## src/rtl/nvm3p_pkg.sv

```systemverilog
`timescale 1ns/1ps
package nvm3p_pkg;

   localparam int CA_PINS   = 10;
   localparam int OPC_W     = 3;
   localparam int PAYLOAD_W = 2 * CA_PINS - OPC_W;

   typedef enum logic [OPC_W-1:0] {
      OPC_NOP = 3'b000,
      OPC_PRE = 3'b001,
      OPC_ACT = 3'b010,
      OPC_RD  = 3'b011,
      OPC_WR  = 3'b100
   } ca_opc_e;

   typedef enum logic [1:0] {
      ST_IDLE,
      ST_PRE_WAIT,
      ST_ACT_WAIT,
      ST_TAIL
   } seq_st_e;

   function automatic int imax(input int a, input int b);
      return (a > b) ? a : b;
   endfunction

endpackage

```

## src/rtl/nvm3p_gap_timer.sv

```systemverilog
`timescale 1ns/1ps
module nvm3p_gap_timer #(
   parameter int CNT_W = 6
) (
   input  logic             clk,
   input  logic             rst_n,
   input  logic             load,
   input  logic [CNT_W-1:0] load_val,
   output logic             expired
);

   logic [CNT_W-1:0] cnt_q;

   always_ff @(posedge clk) begin
      if (!rst_n) begin
         cnt_q <= '0;
      end else if (load) begin
         cnt_q <= load_val;
      end else if (cnt_q != '0) begin
         cnt_q <= cnt_q - 1'b1;
      end
   end

   assign expired = (cnt_q == '0);

endmodule

```

## src/rtl/nvm3p_ca_encoder.sv

```systemverilog
`timescale 1ns/1ps
module nvm3p_ca_encoder
   import nvm3p_pkg::*;
#(
   parameter int ROW_W    = 20,
   parameter int ROW_LO_W = 8,
   parameter int COL_W    = 5
) (
   input  ca_opc_e            opc,
   input  logic [ROW_W-1:0]   row,
   input  logic [COL_W-1:0]   col,
   output logic [CA_PINS-1:0] rise,
   output logic [CA_PINS-1:0] fall
);

   localparam int ROW_HI_W = ROW_W - ROW_LO_W;

   logic [ROW_HI_W-1:0]  row_hi;
   logic [ROW_LO_W-1:0]  row_lo;
   logic [PAYLOAD_W-1:0] payload;

   assign row_hi = row[ROW_W-1:ROW_LO_W];
   assign row_lo = row[ROW_LO_W-1:0];

   always_comb begin
      case (opc)
         OPC_PRE:        payload = PAYLOAD_W'(row_hi);
         OPC_ACT:        payload = PAYLOAD_W'(row_lo);
         OPC_RD, OPC_WR: payload = PAYLOAD_W'(col);
         default:        payload = '0;
      endcase
   end

   assign rise = {opc, payload[PAYLOAD_W-1:CA_PINS]};
   assign fall = payload[CA_PINS-1:0];

endmodule

```

## src/rtl/nvm3p_seq.sv

```systemverilog
`timescale 1ns/1ps
module nvm3p_seq
   import nvm3p_pkg::*;
#(
   parameter int NUM_BUF   = 4,
   parameter int ROW_W     = 20,
   parameter int ROW_LO_W  = 8,
   parameter int COL_W     = 5,
   parameter int T_PRE_ACT = 3,
   parameter int T_ACT_RW  = 48,
   parameter int RD_LAT    = 6,
   parameter int WR_LAT    = 3,
   localparam int BA_W     = $clog2(NUM_BUF)
) (
   input  logic             clk,
   input  logic             rst_n,
   input  logic             req_valid,
   output logic             req_ready,
   input  logic [1:0]       req_op,
   input  logic [ROW_W-1:0] req_row,
   input  logic [COL_W-1:0] req_col,
   input  logic [BA_W-1:0]  req_buf,
   input  logic             req_hit,
   output logic [9:0]       ca_rise,
   output logic [9:0]       ca_fall,
   output logic [BA_W-1:0]  ca_ba,
   output logic             done,
   output logic             busy
);

   localparam int ROW_HI_W = ROW_W - ROW_LO_W;
   localparam int MAX_GAP  = imax(imax(T_PRE_ACT, T_ACT_RW), imax(RD_LAT, WR_LAT));
   localparam int CNT_W    = $clog2(MAX_GAP + 1);

   // elaboration-time parameter checks
   if (!(NUM_BUF == 4 || NUM_BUF == 8)) begin : g_bad_nbuf
      $error("nvm3p_seq: NUM_BUF must be 4 or 8");
   end
   if (ROW_LO_W < 1 || ROW_LO_W >= ROW_W) begin : g_bad_split
      $error("nvm3p_seq: ROW_LO_W must leave upper and lower row bits");
   end
   if (ROW_HI_W > PAYLOAD_W || ROW_LO_W > PAYLOAD_W || COL_W > PAYLOAD_W) begin : g_bad_payload
      $error("nvm3p_seq: address field wider than the command payload");
   end
   if (T_PRE_ACT < 1 || T_ACT_RW < 1 || RD_LAT < 1 || WR_LAT < 1) begin : g_bad_timing
      $error("nvm3p_seq: all gaps and latencies must be at least one clock");
   end

   seq_st_e          st_q;
   ca_opc_e          opc_q;
   ca_opc_e          issue_opc;
   logic [BA_W-1:0]  ba_q;
   logic             done_q;
   logic             pf_q;
   logic             wr_q;
   logic [ROW_W-1:0] row_q;
   logic [COL_W-1:0] col_q;
   logic [BA_W-1:0]  buf_q;
   logic             tmr_expired;
   logic             tmr_load;
   logic [CNT_W-1:0] tmr_val;
   logic             finish;
   seq_st_e          st_next;

   // next-command decision
   always_comb begin
      issue_opc = OPC_NOP;
      finish    = 1'b0;
      st_next   = st_q;
      case (st_q)
         ST_IDLE: begin
            if (req_valid) begin
               if (req_hit && !req_op[1]) begin
                  issue_opc = req_op[0] ? OPC_WR : OPC_RD;
                  st_next   = ST_TAIL;
               end else begin
                  issue_opc = OPC_PRE;
                  st_next   = ST_PRE_WAIT;
               end
            end
         end
         ST_PRE_WAIT: begin
            if (tmr_expired) begin
               issue_opc = OPC_ACT;
               st_next   = ST_ACT_WAIT;
            end
         end
         ST_ACT_WAIT: begin
            if (tmr_expired) begin
               if (pf_q) begin
                  finish  = 1'b1;
                  st_next = ST_IDLE;
               end else begin
                  issue_opc = wr_q ? OPC_WR : OPC_RD;
                  st_next   = ST_TAIL;
               end
            end
         end
         default: begin
            if (tmr_expired) begin
               finish  = 1'b1;
               st_next = ST_IDLE;
            end
         end
      endcase
   end

   always_comb begin
      case (issue_opc)
         OPC_PRE: tmr_val = CNT_W'(T_PRE_ACT - 1);
         OPC_ACT: tmr_val = CNT_W'(T_ACT_RW - 1);
         OPC_RD:  tmr_val = CNT_W'(RD_LAT - 1);
         OPC_WR:  tmr_val = CNT_W'(WR_LAT - 1);
         default: tmr_val = '0;
      endcase
   end

   assign tmr_load = (issue_opc != OPC_NOP);

   nvm3p_gap_timer #(.CNT_W(CNT_W)) u_timer (
      .clk      (clk),
      .rst_n    (rst_n),
      .load     (tmr_load),
      .load_val (tmr_val),
      .expired  (tmr_expired)
   );

   always_ff @(posedge clk) begin
      if (!rst_n) begin
         st_q   <= ST_IDLE;
         opc_q  <= OPC_NOP;
         ba_q   <= '0;
         done_q <= 1'b0;
         pf_q   <= 1'b0;
         wr_q   <= 1'b0;
         row_q  <= '0;
         col_q  <= '0;
         buf_q  <= '0;
      end else begin
         st_q   <= st_next;
         opc_q  <= issue_opc;
         done_q <= finish;
         if (st_q == ST_IDLE && req_valid) begin
            pf_q  <= req_op[1];
            wr_q  <= req_op[0];
            row_q <= req_row;
            col_q <= req_col;
            buf_q <= req_buf;
            ba_q  <= req_buf;
         end else if (issue_opc != OPC_NOP) begin
            ba_q <= buf_q;
         end else begin
            ba_q <= '0;
         end
      end
   end

   nvm3p_ca_encoder #(
      .ROW_W    (ROW_W),
      .ROW_LO_W (ROW_LO_W),
      .COL_W    (COL_W)
   ) u_enc (
      .opc  (opc_q),
      .row  (row_q),
      .col  (col_q),
      .rise (ca_rise),
      .fall (ca_fall)
   );

   assign ca_ba     = ba_q;
   assign done      = done_q;
   assign busy      = (st_q != ST_IDLE);
   assign req_ready = (st_q == ST_IDLE);

endmodule

```

## config.mk

```make
export PLATFORM = sky130hd
export DESIGN_NAME = nvm3p_seq
export DESIGN_NICKNAME = d
export VERILOG_FILES = /design/src/rtl/nvm3p_pkg.sv /design/src/rtl/nvm3p_gap_timer.sv /design/src/rtl/nvm3p_ca_encoder.sv /design/src/rtl/nvm3p_seq.sv
export SDC_FILE = /design/constraint.sdc
export NUM_CORES = 1
export LEC_CHECK = 0
export BUFFER_PORTS_ARGS = -buffer_cell sky130_fd_sc_hd__clkbuf_2
export CAP_MARGIN = 40
export CORE_MARGIN = 5
export CORE_UTILIZATION = 51
export DETAILED_ROUTE_END_ITERATION = 8
export GPL_ROUTABILITY_DRIVEN = 1
export PLACE_DENSITY = 0.86
export REMOVE_ABC_BUFFERS = 1
export SKIP_CTS_REPAIR_TIMING = 1
export SLEW_MARGIN = 15
export SYNTH_ARGS = -nofsm -noshare
export SYNTH_HDL_FRONTEND = slang
export SYNTH_SLANG_ARGS = --single-unit
```

## constraint.sdc

```tcl
create_clock -name clk -period 2.4 [get_ports clk]
set_clock_uncertainty 0.15 [all_clocks]
set_input_delay 0.6 -clock clk [delete_from_list [all_inputs] [get_ports clk]]
set_output_delay 0.6 -clock clk [all_outputs]
set_load 0.01 [all_outputs]
```

==> results of run 1 <==
synth_stat cells, types with 2 or more instances:
cell type   n  area (µm²)
a21oi_1    34       170.2
a22oi_1     8       60.06
a31oi_1     4       25.02
and2_1      5       31.28
buf_1       2       7.510
buf_2       3       15.01
buf_4       7       52.55
clkbuf_1    4       15.01
dfxtp_1    43       860.8
ha_1        2       25.02
inv_1       5       18.77
mux2i_1     2       20.02
nand2_1    61       229.0
nand2_2     2       12.51
nand3_1     2       10.01
nor2_1     12       45.04
nor2b_1     7       43.79
nor3_1      5       25.02
o21a_1      4       30.03
o21ai_0     4       20.02
o2bb2ai_1   6       52.55
xor2_1      2       17.52
worst reg2reg max path, stage by stage, from the launching register on:
cell and delay (ns):
dfxtp_1 0.36, inv_1 0.09, ha_1 0.18, nor2b_1 0.41, nand3_1 0.23, o21a_1 0.27
a211oi_2 0.19
worst paths after layout:
| kind | endpoint |
|---|---|
| worst max-delay path | ca_fall[3] |
| worst min-delay path | row_q[18]$_SDFFE_PN0P_ |
| worst max register to register | u_timer.cnt_q[1]$_SDFFE_PN0P_ |
| worst min register to register | row_q[18]$_SDFFE_PN0P_ |
state kept, by name (all words and copies together) (netlist names):
register and cells:
wr_q 1, pf_q 1, opc_q 3, done 1, row_q 20, u_timer.cnt_q 6, buf_q 2, ca_ba 2
col_q 5, st_q 2
metrics by stage:
stage                     util (%)  setup WS (ns)  hold WS [ns]
after floorplan                  -         0.2986        0.2817
after global placement       60.35         0.3721        0.2875
after detailed placement     60.35         0.2976        0.2926
after CTS                    62.65       -0.02487        0.3042
after global routing         62.72        0.03504        0.3252
final                        62.72         0.1193        0.3039
per-layer routing:
metal	up-vias	routed length (µm)	global-route usage [%]
met5	-	0	0
met4	0	70	7.307
met3	10	383	5.540
met2	67	2146	30.43
met1	827	1880	20.91
li1	921	-	-
power by group through the flow:
stage	registers, mW	clock network [mW]	logic, mW
floorplan	0.973	0	0.658
global placement	0.988	0	0.870
detailed placement	0.997	0	0.894
CTS	0.981	0.451	0.900
global route	1.00	0.487	1.01
finish	0.982	0.443	0.902
cells by family after synthesis:
logic type	count (synthesis)	synth area share, %
fa+ha+maj	2	1.271
xor+xnor	3	1.335
mux	2	1.017
compound gates	65	20.98
flops	43	43.74
other cells	1	0.1905
buf+inv	24	6.992
simple gates	103	24.48
cell type report:
type / instances / area (µm²)
timing repair buffer: 57 / 297.8
clock buffer: 6 / 72.57
clock inverter: 2 / 12.51
sequential: 43 / 860.8
tap: 48 / 60.06
inverter: 6 / 22.52
multi-input combinational: 180 / 987.2
fill: 357 / 1375
layout by cell type (no fill, tap or decap), types with 3 or more instances in the layout:
cell,count
nand2_1,61
clkbuf_2,52
dfxtp_1,43
a21oi_1,34
nor2_1,12
a22oi_1,8
nor2b_1,6
o2bb2ai_1,6
inv_1,5
and2_1,5
nor3_1,5
conb_1,5
clkbuf_8,5
buf_4,5
a31oi_1,4
o21a_1,4
o21ai_0,3
==> impl_metrics.py, run 1 <==
metrics = {
    "outcome": {
        "outcome": "finished, final reports clean",
    },
    "routing": {
        "drt_iter0_drc": 80,
        "wl_per_cell_um": 13.10,
        "drc": 0,
        "wirelength_mm": 4.480,
        "vias_per_cell": 5.336,
        "vias": 1825,
        "ant_nets": 0,
        "dr.pass1.iters": 4,
    },
    "placement": {
        "dpl.hpwl_mm": 3.294,
        "place_area_um2": 2226,
        "portBuffers": 52,
        "place_congestion": 0.8254,
        "placed_cells": 334,
    },
    "critical_path": {
        "startpoint": "opc_q[1]$_SDFF_PN0_",
        "cp-end-kind": "primary output",
        "path_class": "reg2out",
        "crit_fanout": 5,
        "crit_family": "flip-flops",
        "crit_chain": "nor2b_2, buf_4, a22oi_1, o2bb2ai_1, clkbuf_2",
        "crit_arrival_ns": 1.53,
        "slowest_stage": "dfxtp_1",
        "r2r_cells": 6,
        "timing.rr.start": "u_timer.cnt_q[0]$_SDFFE_PN0P_",
        "startpoint_type": "register",
        "path_depth": 5,
        "rrSetupSlack_ns": 0.45,
        "cp.required_ns": 1.65,
        "cp_slowest_stage_delay_ns": 0.39,
        "path_buf_inv": 2,
    },
    "logic_synthesis": {
        "syn-cell-area_um2": 1968,
        "synth_enable_flop_cells": 0,
        "yosysSeqAreaShare_pct": 43.74,
        "ys_warn_count": 0,
        "synthArstFlopShare_pct": 0,
        "ys_ff_latch": 43,
        "synth-main-ff-cell": "dfxtp_1",
        "syn_area_per_cell_um2": 8.099,
        "syn_inst": 243,
        "synth_cell_types": 41,
    },
    "die": {
        "dieHeight_um": 72.12,
        "rows": 22,
        "die_area_um2": 5201,
        "die_x_um": 72.12,
        "io_pins": 58,
        "start_util_pct": 53.36,
        "coreArea_um2": 3689,
    },
    "clock_tree": {
        "cts_buffers": 5,
        "clk_latency_ns": 0.29,
        "cts_root_buf": "clkbuf_8",
        "clock_sinks": 43,
        "tritoncts": "yes",
        "clk_pin_slew_ns": 0.08,
        "cts_max_path_buffers": 2,
        "htreeDepth": 2,
    },
    "global_route": {
        "grt_start_max_net_pins": 38,
        "grt.overflow.total": 0,
        "grt_pass1_wl_mm": 7.500,
        "grtUsageTotal_pct": 17.94,
        "grt_pass1_vias": 1772,
        "antenna_found_initial": 0,
    },
    "hold_path": {
        "hold_start": "row_q[18]$_SDFFE_PN0P_",
        "hold_class": "reg2reg",
        "min_path_cells": 2,
    },
    "job": {
        "drv_cap": 0,
    },
    "power": {
        "p_sw_share_pct": 38.95,
        "p_int_mw": 1.420,
        "leakage_nw": 0.9847,
        "switchingPower_mw": 0.9062,
        "finalPower_mw": 2.326,
        "power.clock.fraction_pct": 19.0,
        "ir_worst_vdd_mv": 0.7963,
        "pwr-share-comb_pct": 38.8,
        "seqPwrFrac_pct": 42.2,
        "p_per_area_nw_per_um2": 1006,
    },
    "sta": {
        "finalHoldViolCount": 0,
        "fmax_mhz": 438.5,
        "maxSlewViolCount": 0,
        "rsz0062_at_grt": "no",
        "layout_min_cycle_time_ns": 2.281,
        "setup_viol": 0,
        "max_slew_margin_pct": 59.03,
        "final.setup.tns_ns": 0,
        "worstMarginPinSlew_ns": 0.6136,
        "fin_crit_sh_pct": 95.03,
    },
    "final_layout": {
        "final_area_um2": 2313,
        "syn_to_final_growth_pct": 17.55,
        "fin_cells": 342,
        "antenna-diode-count": 0,
        "drive_gt1_share_pct": 25.17,
        "fin_nets": 328,
    },
}
No activity file was read; power rests on OpenSTA's default activity.
==> run 2, diff against run 1 <==
--- a/config.mk
+++ b/config.mk
@@ -8,10 +8,11 @@
 export BUFFER_PORTS_ARGS = -buffer_cell sky130_fd_sc_hd__clkbuf_2
 export CAP_MARGIN = 40
 export CORE_MARGIN = 5
-export CORE_UTILIZATION = 51
+export CORE_UTILIZATION = 55
 export DETAILED_ROUTE_END_ITERATION = 8
 export GPL_ROUTABILITY_DRIVEN = 1
-export PLACE_DENSITY = 0.86
+export GPL_TIMING_DRIVEN = 0
+export PLACE_DENSITY = 0.91
 export REMOVE_ABC_BUFFERS = 1
 export SKIP_CTS_REPAIR_TIMING = 1
 export SLEW_MARGIN = 15
==> constraint.sdc (replaced) <==
create_clock -name clk -period 2.81 [get_ports clk]
set_clock_uncertainty 0.15 [all_clocks]
set_input_delay 0.7025 -clock clk [delete_from_list [all_inputs] [get_ports clk]]
set_output_delay 0.7025 -clock clk [all_outputs]
set_load 0.01 [all_outputs]
==> run 2 against run 1 <==
  * Combinational power down 16%
  * Die area down 6.3%
  * Via count down 0.88%
  * Worst setup slack better by 0.0095 ns
  * Critical path type unchanged
  * Critical endpoint is now ca_fall[0]
  * Largest cell class unchanged
  * Largest power group unchanged
==> impl_metrics.py, run 2 (synthesis gave the netlist of run 1 again) <==
metrics = {
    "outcome": {
        "outcome": "finished, final reports clean",
    },
    "critical_path": {
        "cp.required_ns": 1.96,
        "cp_slowest_stage_delay_ns": 0.51,
        "cp-end-kind": "primary output",
        "crit_arrival_ns": 1.83,
        "path_class": "reg2out",
        "startpoint_type": "register",
        "slowest_stage": "nor2b_1",
        "crit_chain": "nor2b_1, a22oi_1, o2bb2ai_1, clkbuf_2",
        "crit_fanout": 8,
    },
    "clock_tree": {
        "clk_latency_ns": 0.36,
        "clk_pin_slew_ns": 0.13,
        "cts_max_path_buffers": 2,
        "tritoncts": "yes",
        "cts_buffers": 5,
        "htreeDepth": 2,
        "cts_root_buf": "clkbuf_4",
        "clock_sinks": 43,
    },
    "final_layout": {
        "antenna-diode-count": 0,
        "final_area_um2": 2257,
        "largest_reg_flops": 20,
        "final_common_cell": "nand2_1",
        "fin_nets": 324,
        "syn_to_final_growth_pct": 14.69,
        "top_regs": "row_q (20), u_timer.cnt_q (6), col_q (5)",
        "fin_util_pct": 66.59,
        "final_cell_mix": "nand2_1 (61), clkbuf_2 (52), dfxtp_1 (43)",
        "top_register": "row_q",
        "drive_gt1_share_pct": 24.14,
    },
    "die": {
        "start_util_pct": 58.07,
        "coreArea_um2": 3390,
        "die_x_um": 69.82,
        "die_area_um2": 4875,
        "rows": 21,
        "dieHeight_um": 69.82,
        "io_pins": 58,
    },
    "sta": {
        "hold_ws_ns": 0.3098,
        "maxSlewViolCount": 0,
        "rsz0062_at_grt": "no",
        "worstMarginPinSlew_ns": 0.6366,
        "max_slew_margin_pct": 57.11,
        "layout_min_cycle_time_ns": 2.681,
        "fin_crit_sh_pct": 95.42,
        "worst_slack_ns": 0.1288,
        "fmax_mhz": 373.0,
        "setup_viol": 0,
        "finalHoldViolCount": 0,
        "final.setup.tns_ns": 0,
    },
    "placement": {
        "place_area_um2": 2201,
        "place_congestion": 0.8427,
        "portBuffers": 52,
        "dpl.hpwl_mm": 3.231,
        "pre_cts_ws_ns": 0.4095,
    },
    "hold_path": {
        "hold_class": "reg2reg",
    },
    "routing": {
        "wl_per_cell_um": 13.09,
        "drt_iter0_drc": 149,
        "vias": 1809,
        "drc": 0,
        "ant_nets": 0,
        "dr.pass1.iters": 4,
        "wirelength_mm": 4.399,
        "vias_per_cell": 5.384,
    },
    "job": {
        "drv_cap": 0,
    },
    "global_route": {
        "grt.overflow.total": 0,
        "antenna_found_initial": 0,
        "grtUsageTotal_pct": 18.48,
        "grt_pass1_vias": 1716,
        "grt_pass1_wl_mm": 7.493,
        "grt_start_max_net_pins": 38,
    },
    "power": {
        "ir_worst_vdd_mv": 0.6005,
        "p_per_area_nw_per_um2": 841.5,
        "leakage_nw": 0.9527,
    },
}
[run 2: changes by cell type in the layout (fill, tap and decap cells not counted), sizes merged]
cell  change
buf       -4
[run 2: through the flow]
stage | instances | total power, mW
floorplan | 229 | 1.393
global placement | 327 | 1.565
detailed placement | 328 | 1.608
CTS | 336 | 1.900
global route | 336 | 2.033
finish | 336 | 1.899
[run 2: power by group]
part | switching, mW | total [mW] | internal, mW
Sequential | 0.114 | 0.840 | 0.726
Clock | 0.201 | 0.298 | 0.0967
Combinational | 0.454 | 0.762 | 0.308
Total | 0.769 | 1.90 | 1.13
[run 2: worst max-delay path, delay by kind of cell (launching register included)]
kind,cells,cell delay (ns)
buf+inv,1,0.16
compound gates,2,0.39
flops,1,0.43
simple gates,1,0.51
[run 2: worst paths after layout]
kind	startpoint	slack, ns	cells past startpoint	endpoint
min	row_q[16]$_SDFFE_PN0P_	0.31	2	row_q[16]$_SDFFE_PN0P_
min reg2reg	row_q[16]$_SDFFE_PN0P_	0.31	2	row_q[16]$_SDFFE_PN0P_
max	opc_q[1]$_SDFF_PN0_	0.13	4	ca_fall[0]
max reg2reg	st_q[1]$_SDFFE_PN0P_	0.80	5	u_timer.cnt_q[2]$_SDFFE_PN0P_
[run 2: layout make-up]
cell class | instances | area (µm²)
multi-input cells | 180 | 987.2
fillers | 293 | 1132
inverters | 6 | 22.52
repair buffers | 53 | 275.3
well taps | 46 | 57.56
clock buffers | 6 | 41.29
clock inverters | 2 | 12.51
flip-flops and latches | 43 | 860.8
[run 2: layer usage]
| metal | global-route usage (%) | vias up | share of wire [%] |
|---|---|---|---|
| met5 | 0 | - | 0 |
| met4 | 6.809 | 0 | 1.5 |
| met3 | 5.362 | 6 | 5.9 |
| met2 | 31.37 | 60 | 48 |
| met1 | 21.96 | 831 | 45 |
| li1 | - | 912 | - |
==> run 3, diff against run 2 <==
--- a/config.mk
+++ b/config.mk
@@ -8,14 +8,15 @@
 export BUFFER_PORTS_ARGS = -buffer_cell sky130_fd_sc_hd__clkbuf_2
 export CAP_MARGIN = 40
 export CORE_MARGIN = 5
-export CORE_UTILIZATION = 55
+export CORE_UTILIZATION = 48
 export DETAILED_ROUTE_END_ITERATION = 8
 export GPL_ROUTABILITY_DRIVEN = 1
 export GPL_TIMING_DRIVEN = 0
-export PLACE_DENSITY = 0.91
+export PLACE_DENSITY = 0.83
 export REMOVE_ABC_BUFFERS = 1
 export SKIP_CTS_REPAIR_TIMING = 1
 export SLEW_MARGIN = 15
 export SYNTH_ARGS = -nofsm -noshare
 export SYNTH_HDL_FRONTEND = slang
+export SYNTH_HIERARCHICAL = 1
 export SYNTH_SLANG_ARGS = --single-unit
==> constraint.sdc (replaced) <==
create_clock -name clk -period 2.3 [get_ports clk]
set_clock_uncertainty 0.15 [all_clocks]
set_input_delay 0.575 -clock clk [delete_from_list [all_inputs] [get_ports clk]]
set_output_delay 0.575 -clock clk [all_outputs]
set_load 0.01 [all_outputs]
==> run 3 against run 2 <==
  * Synthesized cell count rose by 7.0%
  * Design area rose by 16%
  * Wire length rose by 11%
  * Sequential share of layout area fell by 5.1 points
==> impl_metrics.py, run 3 <==
metrics = {
    "logic_synthesis": {
        "synthArstFlopShare_pct": 0,
        "synth_enable_flop_cells": 0,
        "synth_largest_area_cell": "dfxtp_1",
        "yosys-top-cells-area": "dfxtp_1 (38%), nand2_1 (10%), a21boi_0 (8.5%)",
        "yosys.area.top_type_share_pct": 37.58,
        "syn_area_per_cell_um2": 8.811,
        "syn-cell-area_um2": 2291,
        "yosysMostFrequentCell": "nand2_1",
        "ys_warn_count": 6,
        "synth-main-ff-cell": "dfxtp_1",
        "ys_ff_latch": 43,
        "syn_inst": 260,
        "synth_common_cells": "nand2_1 (61), dfxtp_1 (43), a21boi_0 (26)",
        "synth_cell_types": 42,
        "yosysSeqAreaShare_pct": 37.58,
    },
    "die": {
        "coreArea_um2": 4692,
        "start_util_pct": 48.83,
        "dieHeight_um": 79.09,
        "die_area_um2": 6254,
        "die_x_um": 79.09,
        "rows": 25,
        "io_pins": 58,
    },
    "clock_tree": {
        "tritoncts": "yes",
        "clk_latency_ns": 0.29,
        "cts_max_path_buffers": 2,
        "cts_buffers": 5,
        "clk_pin_slew_ns": 0.08,
        "htreeDepth": 2,
        "clock_sinks": 43,
        "cts_root_buf": "clkbuf_8",
    },
    "global_route": {
        "antenna_found_initial": 0,
        "grt_start_max_net_pins": 49,
        "grt_pass1_vias": 1673,
        "grtUsageTotal_pct": 14.46,
        "grt_pass1_wl_mm": 7.279,
        "grt.overflow.total": 0,
    },
    "final_layout": {
        "top_register": "row_q",
        "drive_gt1_share_pct": 26.49,
        "final_common_cell": "nand2_1",
        "antenna-diode-count": 0,
        "fin_util_pct": 55.81,
        "fin_cells": 356,
        "fin_nets": 336,
        "syn_to_final_growth_pct": 14.31,
        "filler_cell_count": 425,
        "top_regs": "row_q (20), u_timer/cnt_q (6), col_q (5)",
        "final_cell_mix": "nand2_1 (61), clkbuf_2 (52), dfxtp_1 (39)",
        "largest_reg_flops": 20,
    },
    "placement": {
        "placed_cells": 346,
        "pre_cts_ws_ns": -0.3655,
        "place_congestion": 0.8408,
        "dpl.hpwl_mm": 3.229,
        "portBuffers": 52,
    },
    "critical_path": {
        "cp-end-kind": "primary output",
        "cp.required_ns": 1.57,
        "crit_arrival_ns": 1.48,
        "crit_fanout": 23,
        "startpoint_type": "register",
        "r2r_cells": 10,
        "path_class": "reg2out",
    },
    "power": {
        "p_per_area_nw_per_um2": 989.8,
        "finalPower_mw": 2.592,
        "ir_worst_vdd_mv": 0.3954,
        "leakage_nw": 1.041,
    },
    "routing": {
        "drt_iter0_drc": 70,
        "vias_per_cell": 5.472,
        "wl_per_cell_um": 13.69,
        "ant_nets": 0,
        "wirelength_mm": 4.874,
        "drc": 0,
        "dr.pass1.iters": 4,
        "vias": 1948,
    },
    "sta": {
        "rsz0062_at_grt": "no",
        "fmax_mhz": 453.9,
        "setup_viol": 0,
        "maxSlewViolCount": 0,
        "max_slew_margin_pct": 47.86,
        "worst_slack_ns": 0.09663,
        "layout_min_cycle_time_ns": 2.203,
        "hold_ws_ns": 0.3069,
        "worstMarginPinSlew_ns": 0.7821,
        "finalHoldViolCount": 0,
        "fin_crit_sh_pct": 95.80,
    },
    "job": {
        "drv_cap": 0,
    },
    "outcome": {
        "outcome": "finished, final reports clean",
    },
    "hold_path": {
        "hold_class": "reg2reg",
        "min_path_cells": 2,
    },
}
run 3: cells by family (layout without fill, tap and decap cells):
logic type	after synthesis	after routing	share of synthesized area (%)
adder cells (fa/ha/maj)	2	2	1.092
AND/OR/NAND/NOR	111	111	27.14
AO/OA/AOI/OAI	58	58	19.33
XOR/XNOR	3	3	1.147
buffers and inverters	32	70	9.448
multiplexers	9	9	3.932
other	2	6	0.3278
flip-flops	43	43	37.58
run 3: metal layers:
metal,up-vias,global-route usage (%),part of all wire [%]
met5,-,0,0
met4,0,5.842,1.1
met3,5,5.215,6.2
met2,61,25.00,49
met1,912,16.02,44
li1,970,-,-
run 3: worst paths after layout:
| check | startpoint | end | slack (ns) |
|---|---|---|---|
| setup / recovery | opc_q[1]$_SDFF_PN0_ | ca_fall[4] | 0.1 |
| hold / removal | row_q[1]$_SDFFE_PN0P_ | row_q[1]$_SDFFE_PN0P_ | 0.31 |
| setup reg to reg | u_timer/cnt_q[1]$_SDFFE_PN0P_ | u_timer/cnt_q[1]$_SDFFE_PN0P_ | 0.16 |
| hold reg to reg | row_q[1]$_SDFFE_PN0P_ | row_q[1]$_SDFFE_PN0P_ | 0.31 |
run 3: cell type report:
class	count	area, µm²	share of cell area (%)
tap	54	67.56	2.580
clock inverter	1	5.005	0.1911
timing repair buffer	56	297.8	11.37
inverter	6	22.52	0.8600
sequential	43	865.8	33.06
multi-input combinational	189	1284	49.02
clock buffer	7	76.32	2.914
run 3: where the power goes:
| part | total (mW) | internal [mW] | switching, mW | leakage, nW |
|---|---|---|---|---|
| clock network | 0.450 | 0.213 | 0.237 | 0.0422 |
| registers | 1.06 | 0.888 | 0.168 | 0.354 |
| logic | 1.09 | 0.502 | 0.584 | 0.645 |
| total | 2.59 | 1.60 | 0.989 | 1.04 |
run 3: metrics by stage:
| step | cell area (µm²) | setup TNS, ns |
|---|---|---|
| floorplan | 2112 | -1.152 |
| global placement | 2440 | -5.275 |
| detailed placement | 2460 | -2.089 |
| CTS | 2541 | -3.594 |
| global route | 2619 | 0 |
| finish | 2619 | 0 |
run 3: critical path, stage by stage (launching register included):
cell,delay (ns)
dfxtp_2,0.64
mux2i_1,0.14
o211ai_1,0.23
clkbuf_2,0.18
